`src/rtl/slow_ir_pkg.sv`:
```
package slow_ir_pkg;
   typedef enum logic {
      REG_RATE = 1'b0,
      REG_CFG  = 1'b1
   } reg_sel_e;

   localparam int RATE_LSB    = 0;
   localparam int TMO_SEL_LSB = 8;
   localparam int TMO_SEL_W   = 2;
   localparam logic [TMO_SEL_W-1:0] TMO_OFF = 2'b11;
endpackage

```
`src/rtl/ir_prescale.sv`:
```
module ir_prescale #(
   parameter int DIV = 26
) (
   input  logic clk,
   input  logic rst_n,
   output logic tick
);
   generate
      if (DIV < 1) begin : g_bad_div
         $error("ir_prescale: DIV must be at least 1");
      end
      if (DIV == 1) begin : g_bypass
         assign tick = 1'b1;
      end else begin : g_count
         localparam int PW = $clog2(DIV);
         localparam logic [PW-1:0] LAST = PW'(DIV - 1);
         logic [PW-1:0] cnt_q;

         assign tick = (cnt_q == LAST);

         always_ff @(posedge clk) begin
            if (!rst_n)    cnt_q <= '0;
            else if (tick) cnt_q <= '0;
            else           cnt_q <= cnt_q + 1'b1;
         end

         a_r2_prescale_bound : assert property (@(posedge clk) disable iff (!rst_n)
            cnt_q <= LAST);
      end
   endgenerate
endmodule

```
`src/rtl/ir_strobe_div.sv`:
```
module ir_strobe_div #(
   parameter int CNT_W         = 6,
   parameter int OVS           = 16,
   parameter int DEFAULT_COUNT = 11
) (
   input  logic             clk,
   input  logic             rst_n,
   input  logic             pre_tick,
   input  logic [CNT_W-1:0] reload_val,
   output logic             sample_stb,
   output logic             bit_stb,
   output logic             bit_tick
);
   localparam int SUB_W = (OVS > 1) ? $clog2(OVS) : 1;
   localparam logic [SUB_W-1:0] SUB_LAST = SUB_W'(OVS - 1);

   generate
      if (DEFAULT_COUNT >= (1 << CNT_W)) begin : g_bad_default
         $error("ir_strobe_div: DEFAULT_COUNT does not fit CNT_W");
      end
      if (OVS < 2) begin : g_bad_ovs
         $error("ir_strobe_div: OVS must be at least 2");
      end
   endgenerate

   logic [CNT_W-1:0] down_q;
   logic [SUB_W-1:0] sub_q;
   logic             samp_tick;

   assign samp_tick = pre_tick && (down_q == '0);
   assign bit_tick  = samp_tick && (sub_q == SUB_LAST);

   always_ff @(posedge clk) begin
      if (!rst_n) begin
         down_q     <= CNT_W'(DEFAULT_COUNT);
         sub_q      <= '0;
         sample_stb <= 1'b0;
         bit_stb    <= 1'b0;
      end else begin
         sample_stb <= samp_tick;
         bit_stb    <= bit_tick;
         if (pre_tick)
            down_q <= (down_q == '0) ? reload_val : down_q - 1'b1;
         if (samp_tick)
            sub_q <= (sub_q == SUB_LAST) ? '0 : sub_q + 1'b1;
      end
   end

   // the counter only steps down by one, except when it wraps from zero
   a_r3_no_midperiod_jump : assert property (@(posedge clk) disable iff (!rst_n)
      ((down_q != $past(down_q)) && ($past(down_q) != '0)) |-> (down_q == $past(down_q) - 1'b1));
endmodule

```
`src/rtl/ir_idle_timeout.sv`:
```
module ir_idle_timeout #(
   parameter int TMO_BASE = 8,
   parameter int SEL_W    = 2
) (
   input  logic             clk,
   input  logic             rst_n,
   input  logic             mode_en,
   input  logic [SEL_W-1:0] sel,
   input  logic             bit_tick,
   input  logic             rx_act,
   output logic             tmo_pulse
);
   import slow_ir_pkg::*;

   localparam int MAX_LIMIT = TMO_BASE << 2;
   localparam int IDLE_W    = $clog2(MAX_LIMIT + 1);

   generate
      if (TMO_BASE < 1) begin : g_bad_base
         $error("ir_idle_timeout: TMO_BASE must be at least 1");
      end
      if (SEL_W != TMO_SEL_W) begin : g_bad_sel
         $error("ir_idle_timeout: SEL_W must match the package width");
      end
   endgenerate

   logic              active;
   logic [IDLE_W-1:0] limit;
   logic [IDLE_W-1:0] idle_q;
   logic [IDLE_W-1:0] idle_nxt;
   logic              fired_q;

   assign active   = mode_en && (sel != TMO_OFF);
   assign limit    = IDLE_W'(TMO_BASE) << sel;
   assign idle_nxt = idle_q + 1'b1;

   always_ff @(posedge clk) begin
      if (!rst_n) begin
         idle_q    <= '0;
         fired_q   <= 1'b0;
         tmo_pulse <= 1'b0;
      end else begin
         tmo_pulse <= 1'b0;
         if (rx_act || !active) begin
            idle_q  <= '0;
            fired_q <= 1'b0;
         end else if (bit_tick && !fired_q) begin
            idle_q <= idle_nxt;
            if (idle_nxt >= limit) begin
               tmo_pulse <= 1'b1;
               fired_q   <= 1'b1;
            end
         end
      end
   end

   a_r8_single_pulse : assert property (@(posedge clk) disable iff (!rst_n)
      tmo_pulse |=> !tmo_pulse);
   a_r7_gated_by_mode : assert property (@(posedge clk) disable iff (!rst_n)
      !$past(mode_en) |-> !tmo_pulse);
   a_r8_restart_clears : assert property (@(posedge clk) disable iff (!rst_n)
      $past(rx_act) |-> (idle_q == '0) && !tmo_pulse);
endmodule

```
`src/rtl/slow_ir_baud_gen.sv`:
```
module slow_ir_baud_gen #(
   parameter int PRE_DIV         = 26,
   parameter int CNT_W           = 6,
   parameter int OVS             = 16,
   parameter int DEFAULT_COUNT   = 11,
   parameter int TMO_BASE        = 8,
   parameter int DEFAULT_TMO_SEL = 2,
   parameter int DATA_W          = 16
) (
   input  logic              clk,
   input  logic              rst_n,
   input  logic              wr_en,
   input  logic              wr_addr,
   input  logic [DATA_W-1:0] wr_data,
   input  logic              slow_mode,
   input  logic              rx_activity,
   output logic              sample_stb,
   output logic              bit_stb,
   output logic              timeout_pulse
);
   import slow_ir_pkg::*;

   generate
      if (DATA_W < TMO_SEL_LSB + TMO_SEL_W) begin : g_bad_data_w
         $error("slow_ir_baud_gen: DATA_W too narrow for the selector field");
      end
      if (CNT_W + RATE_LSB > DATA_W) begin : g_bad_cnt_w
         $error("slow_ir_baud_gen: CNT_W does not fit DATA_W");
      end
      if (DEFAULT_TMO_SEL >= (1 << TMO_SEL_W)) begin : g_bad_tmo
         $error("slow_ir_baud_gen: DEFAULT_TMO_SEL out of range");
      end
   endgenerate

   logic [CNT_W-1:0]     rate_q;
   logic [TMO_SEL_W-1:0] tmo_sel_q;
   logic                 pre_tick;
   logic                 bit_tick;

   always_ff @(posedge clk) begin
      if (!rst_n) begin
         rate_q    <= CNT_W'(DEFAULT_COUNT);
         tmo_sel_q <= TMO_SEL_W'(DEFAULT_TMO_SEL);
      end else if (wr_en) begin
         if (reg_sel_e'(wr_addr) == REG_RATE)
            rate_q <= wr_data[RATE_LSB +: CNT_W];
         else
            tmo_sel_q <= wr_data[TMO_SEL_LSB +: TMO_SEL_W];
      end
   end

   ir_prescale #(.DIV(PRE_DIV)) u_pre (
      .clk   (clk),
      .rst_n (rst_n),
      .tick  (pre_tick)
   );

   ir_strobe_div #(
      .CNT_W         (CNT_W),
      .OVS           (OVS),
      .DEFAULT_COUNT (DEFAULT_COUNT)
   ) u_div (
      .clk        (clk),
      .rst_n      (rst_n),
      .pre_tick   (pre_tick),
      .reload_val (rate_q),
      .sample_stb (sample_stb),
      .bit_stb    (bit_stb),
      .bit_tick   (bit_tick)
   );

   ir_idle_timeout #(
      .TMO_BASE (TMO_BASE),
      .SEL_W    (TMO_SEL_W)
   ) u_tmo (
      .clk       (clk),
      .rst_n     (rst_n),
      .mode_en   (slow_mode),
      .sel       (tmo_sel_q),
      .bit_tick  (bit_tick),
      .rx_act    (rx_activity),
      .tmo_pulse (timeout_pulse)
   );

   a_r2_sample_single_cycle : assert property (@(posedge clk) disable iff (!rst_n)
      sample_stb |=> !sample_stb);
   a_r4_bit_on_sample : assert property (@(posedge clk) disable iff (!rst_n)
      bit_stb |-> sample_stb);
   a_r5_timeout_on_bit : assert property (@(posedge clk) disable iff (!rst_n)
      timeout_pulse |-> bit_stb);
   a_r6_selector_off : assert property (@(posedge clk) disable iff (!rst_n)
      ($past(tmo_sel_q) == TMO_OFF) |-> !timeout_pulse);
endmodule

```
`config.mk`:
```
export PLATFORM = sky130hd
export DESIGN_NAME = slow_ir_baud_gen
export DESIGN_NICKNAME = d
export VERILOG_FILES = /design/src/rtl/slow_ir_pkg.sv /design/src/rtl/ir_prescale.sv /design/src/rtl/ir_strobe_div.sv /design/src/rtl/ir_idle_timeout.sv /design/src/rtl/slow_ir_baud_gen.sv
export SDC_FILE = /design/constraint.sdc
export NUM_CORES = 1
export LEC_CHECK = 0
export BUFFER_PORTS_ARGS = -buffer_cell sky130_fd_sc_hd__buf_2
export CAP_MARGIN = 0
export CORE_MARGIN = 2
export CORE_UTILIZATION = 35
export DETAILED_ROUTE_END_ITERATION = 8
export PLACE_DENSITY = 0.59
export SYNTH_ARGS = -nofsm -noshare
export SYNTH_HDL_FRONTEND = slang
export SYNTH_SLANG_ARGS = --single-unit
```
`constraint.sdc`:
```
create_clock -name clk -period 1.55 [get_ports clk]
set_input_delay 0.31 -clock clk [delete_from_list [all_inputs] [get_ports clk]]
set_output_delay 0.31 -clock clk [all_outputs]
set_load 0.01 [all_outputs]
```
==> run_summary.xml <==
<?xml version="1.0" encoding="UTF-8"?>
<metrics>
  <group name="status">
    <metric name="outcome" unit="">complete, but fails checks</metric>
    <metric name="failed_checks" unit="">negative setup slack</metric>
  </group>
  <group name="worst_setup_path">
    <metric name="crit-reg2reg-capture" unit="">u_tmo.fired_q</metric>
    <metric name="cp_data_required_time" unit="ns">1.75</metric>
    <metric name="cp.buffers_inverters" unit="">0</metric>
    <metric name="worst_setup_path_start_kind" unit="">flip-flop</metric>
    <metric name="critical_path_cell_list" unit="">ha_4 -&gt; nand3_4 -&gt; xnor2_2 -&gt; ha_1 -&gt; o21a_1 -&gt; o21ai_2 -&gt; a21oi_2 -&gt; o21ba_1</metric>
    <metric name="worst_ep_arrival_time" unit="ns">1.78</metric>
    <metric name="path_class" unit="">reg -&gt; reg</metric>
    <metric name="worstPathMaxFanout" unit="">4</metric>
    <metric name="critical-path-top-delay-family" unit="">compound AO/OA/AOI/OAI gates</metric>
    <metric name="crit_path_max_incr_delay" unit="ns">0.38</metric>
    <metric name="end_kind" unit="">flip-flop</metric>
    <metric name="cpMaxStageDelayCell" unit="">sky130_fd_sc_hd__dfxtp_4</metric>
    <metric name="crit_path_end" unit="">u_tmo.fired_q</metric>
    <metric name="r2r.worst_path.cells" unit="">8</metric>
    <metric name="setup.reg_to_reg.worst_slack" unit="ns">-0.04</metric>
    <metric name="worstSetupStartpoint" unit="">u_tmo.idle_q[1]</metric>
    <metric name="rr_startpoint" unit="">u_tmo.idle_q[1]</metric>
    <metric name="worst-path-stages" unit="">8</metric>
  </group>
  <group name="timing">
    <metric name="final_worst_setup_slack" unit="ns">-0.0359</metric>
    <metric name="hold_viol_final" unit="">0</metric>
    <metric name="finalHoldWorstSlack" unit="ns">0.218</metric>
    <metric name="setup_violations" unit="">2</metric>
    <metric name="unrepaired_setup_endpoints_after_global_routing" unit="">yes</metric>
    <metric name="finalMaxSlewViolations" unit="">0</metric>
    <metric name="post-route-min-period" unit="ns">1.59</metric>
    <metric name="finalCritPeriodShare" unit="%">102</metric>
    <metric name="tightest_slew" unit="ns">0.405</metric>
    <metric name="skew" unit="ns">0.0108</metric>
    <metric name="clock.fmax" unit="GHz">0.631</metric>
    <metric name="timing.slew.headroom" unit="%">72.9</metric>
    <metric name="setup-tns-final" unit="ns">-0.0556</metric>
  </group>
  <group name="die">
    <metric name="core_area" unit="um2">4410</metric>
    <metric name="die_ar" unit="um2">5200</metric>
    <metric name="initial_core_util" unit="%">36.8</metric>
    <metric name="dieHeight" unit="um">72.1</metric>
    <metric name="ioPinCount" unit="">25</metric>
    <metric name="die_w" unit="um">72.1</metric>
    <metric name="fp-row-count" unit="">24</metric>
  </group>
  <group name="route">
    <metric name="starting_drc_count_in_detailed_routing" unit="">34</metric>
    <metric name="via_per_inst" unit="">5.00</metric>
    <metric name="ant_nets" unit="">0</metric>
    <metric name="post-route-drc-count" unit="">0</metric>
    <metric name="vias" unit="">1419</metric>
    <metric name="detail_route.wl_per_cell" unit="um">12.3</metric>
    <metric name="detail_route.first_pass.iterations" unit="">4</metric>
    <metric name="sum_of_routed_wire_length_over_all_layers" unit="um">3500</metric>
  </group>
  <group name="clocking">
    <metric name="inserted_clock_buffers" unit="">5</metric>
    <metric name="htreeDepth" unit="">2</metric>
    <metric name="worst_setup_hold_path_clk_slew" unit="ns">0.07</metric>
    <metric name="cts_tree" unit="">built</metric>
    <metric name="insertion_delay" unit="ns">0.30</metric>
    <metric name="cts_sinks" unit="">33</metric>
    <metric name="cts.path.max_buffers" unit="">2</metric>
    <metric name="clockRootBuffer" unit="">sky130_fd_sc_hd__clkbuf_8</metric>
  </group>
  <group name="power_and_ir_drop">
    <metric name="power_per_cell_area" unit="nW/um2">741</metric>
    <metric name="p_leak" unit="nW">0.950</metric>
    <metric name="vdd_ir_drop_max" unit="mV">0.481</metric>
    <metric name="total_power" unit="mW">1.63</metric>
  </group>
  <group name="synth">
    <metric name="ys_seq_elements" unit="">33</metric>
    <metric name="synth.cells.most_frequent" unit="">sky130_fd_sc_hd__dfxtp_1, sky130_fd_sc_hd__nand2_1, sky130_fd_sc_hd__nand3_1</metric>
    <metric name="synth_nets" unit="">214</metric>
    <metric name="yosysSeqAreaShare" unit="%">40.7</metric>
    <metric name="synthesis.area" unit="um2">1620</metric>
    <metric name="yosys.cell_count.top_type" unit="">sky130_fd_sc_hd__dfxtp_1</metric>
    <metric name="synthesized_netlist_cell_count" unit="">182</metric>
    <metric name="yosys.area.top_type_share" unit="%">40.7</metric>
    <metric name="synth_largest_area_cell" unit="">sky130_fd_sc_hd__dfxtp_1</metric>
    <metric name="synthesis.area_per_instance" unit="um2">8.92</metric>
    <metric name="ys_async_sr_fraction" unit="%">0</metric>
    <metric name="synth.yosys.warnings" unit="">0</metric>
    <metric name="top_cells_by_area_in_the_synthesized_netlist" unit="">sky130_fd_sc_hd__dfxtp_1, sky130_fd_sc_hd__ha_1, sky130_fd_sc_hd__nand2_1</metric>
    <metric name="ys_dominant_reg_cell" unit="">sky130_fd_sc_hd__dfxtp_1</metric>
    <metric name="synth.distinct_cells" unit="">41</metric>
    <metric name="synth_edf_count" unit="">0</metric>
  </group>
  <group name="placement">
    <metric name="place_hpwl" unit="um">2440</metric>
    <metric name="port_buffers" unit="">16</metric>
    <metric name="globalplace.congestion" unit="">0.733</metric>
    <metric name="preCtsSetupSlack" unit="ns">-0.0899</metric>
    <metric name="dpl.cell_count" unit="">272</metric>
  </group>
  <group name="grt">
    <metric name="grt_max_degree" unit="">24</metric>
    <metric name="grt_first_pass_wirelength" unit="um">6080</metric>
    <metric name="antenna_found_initial" unit="">0</metric>
    <metric name="global_route_usage_over_all_layers" unit="%">15.3</metric>
    <metric name="first_global_vias" unit="">1365</metric>
    <metric name="total_overflow_reported_by_the_global_router" unit="">0</metric>
  </group>
  <group name="layout">
    <metric name="regArea" unit="um2">677</metric>
    <metric name="area_growth_syn_to_layout" unit="%">35.2</metric>
    <metric name="fillCellCount" unit="">411</metric>
    <metric name="post_route_cells_drive_above_1_share" unit="%">38.4</metric>
    <metric name="insertedDiodeCount" unit="">0</metric>
    <metric name="finish.cell_count_without_fillers" unit="">284</metric>
    <metric name="finalNetCount" unit="">263</metric>
    <metric name="multi_input_area" unit="um2">1020</metric>
  </group>
  <group name="flow_run">
    <metric name="cap_viol_max_count" unit="">0</metric>
  </group>
  <group name="min_path">
    <metric name="timing.hold.worst.class" unit="">in -&gt; reg</metric>
  </group>
</metrics>
-- cell type report --
type                    instances  share of cell area (%)
well taps                      52                    2.96
clock inverters                 3                   0.798
clock buffers                   5                    3.14
flip-flops and latches         33                    30.8
inverters                       5                   0.855
repair buffers                 48                    14.9
multi-input cells             138                    46.5
-- placed cells by master, fill, tap and decap left out, drive strengths merged, types with 2 or more instances in the layout --
master  count
a21boi      5
clkbuf      5
xor2        2
nor2b       6
buf        48
ha         10
mux2i       4
and2        3
nand2      27
or3         5
nor2       11
inv         5
nand4b      2
nand4       2
xnor2       5
a31oi       3
dfxtp      33
and3        5
o21ai       8
o211ai      4
o41ai       2
clkinv      2
nand3      14
nand2b      3
a21oi       6
and4b       2
-- cells by family after synthesis --
family	count (synthesis)	share of synthesized area, %
buffers and inverters	11	3.55
XOR/XNOR	7	3.78
flip-flops	33	40.7
AO/OA/AOI/OAI	35	14.5
multiplexers	4	2.47
AND/OR/NAND/NOR	82	27.3
adder cells (fa/ha/maj)	10	7.71
-- flip-flops by register name, indices dropped and copies added, names as in the netlist --
| name | cells |
|---|---|
| u_pre.g_count.cnt_q | 5 |
| u_div.sample_stb | 1 |
| u_div.sub_q | 4 |
| u_tmo.fired_q | 1 |
| u_div.down_q | 6 |
| tmo_sel_q | 2 |
| rate_q | 6 |
| u_div.bit_stb | 1 |
| u_tmo.idle_q | 6 |
| u_tmo.tmo_pulse | 1 |
-- timing repair --
item                       in CTS  in global routing
pin swaps                       8                  5
buffers inserted                4                  0
setup endpoints to repair       9                 19
hold buffers                    0                  0
gates resized for setup         8                 18
-- stage by stage --
stage | utilization [%] | area (um2)
finish | 49.7 | 2190
global route | 49.7 | 2190
CTS | 48.2 | 2130
global placement | 44.8 | 1980
detailed placement | 44.8 | 1980
floorplan | - | 1670
-- power breakdown --
part | leakage [nW] | total, mW | switching (mW) | internal, mW
Combinational | 0.635 | 0.108 | 0.0534 | 0.0544
Clock | 0.0439 | 0.645 | 0.335 | 0.309
Sequential | 0.271 | 0.874 | 0.0105 | 0.863
-- tightest hold or removal path, stage by stage --
cell	delay, ns
sky130_fd_sc_hd__buf_2	0.07
sky130_fd_sc_hd__nand2_1	0.04
sky130_fd_sc_hd__nand3_1	0.06
-- how the worst min path moves through the flow --
stage          slack, ns  cells past startpoint                    from                     end
6_report            0.22                      3              wr_data[3]               rate_q[3]
5_1_grt             0.25                      3              wr_data[0]               rate_q[0]
4_1_cts             0.21                      3              wr_data[3]               rate_q[3]
3_5_place_dp        0.45                      2               rate_q[4]               rate_q[4]
3_3_place_gp        0.45                      2               rate_q[3]               rate_q[3]
2_1_floorplan       0.41                      1  u_pre.g_count.cnt_q[0]  u_pre.g_count.cnt_q[0]
-- per-layer routing --
layer	vias to the layer above	global-route usage, %	share of wire (%)
li1	743	-	-
met5	-	0	0
met2	21	24.4	49
met3	8	3.33	3.3
met4	0	8.18	2.5
met1	647	19.2	46
(Power assumes the default switching activity.)
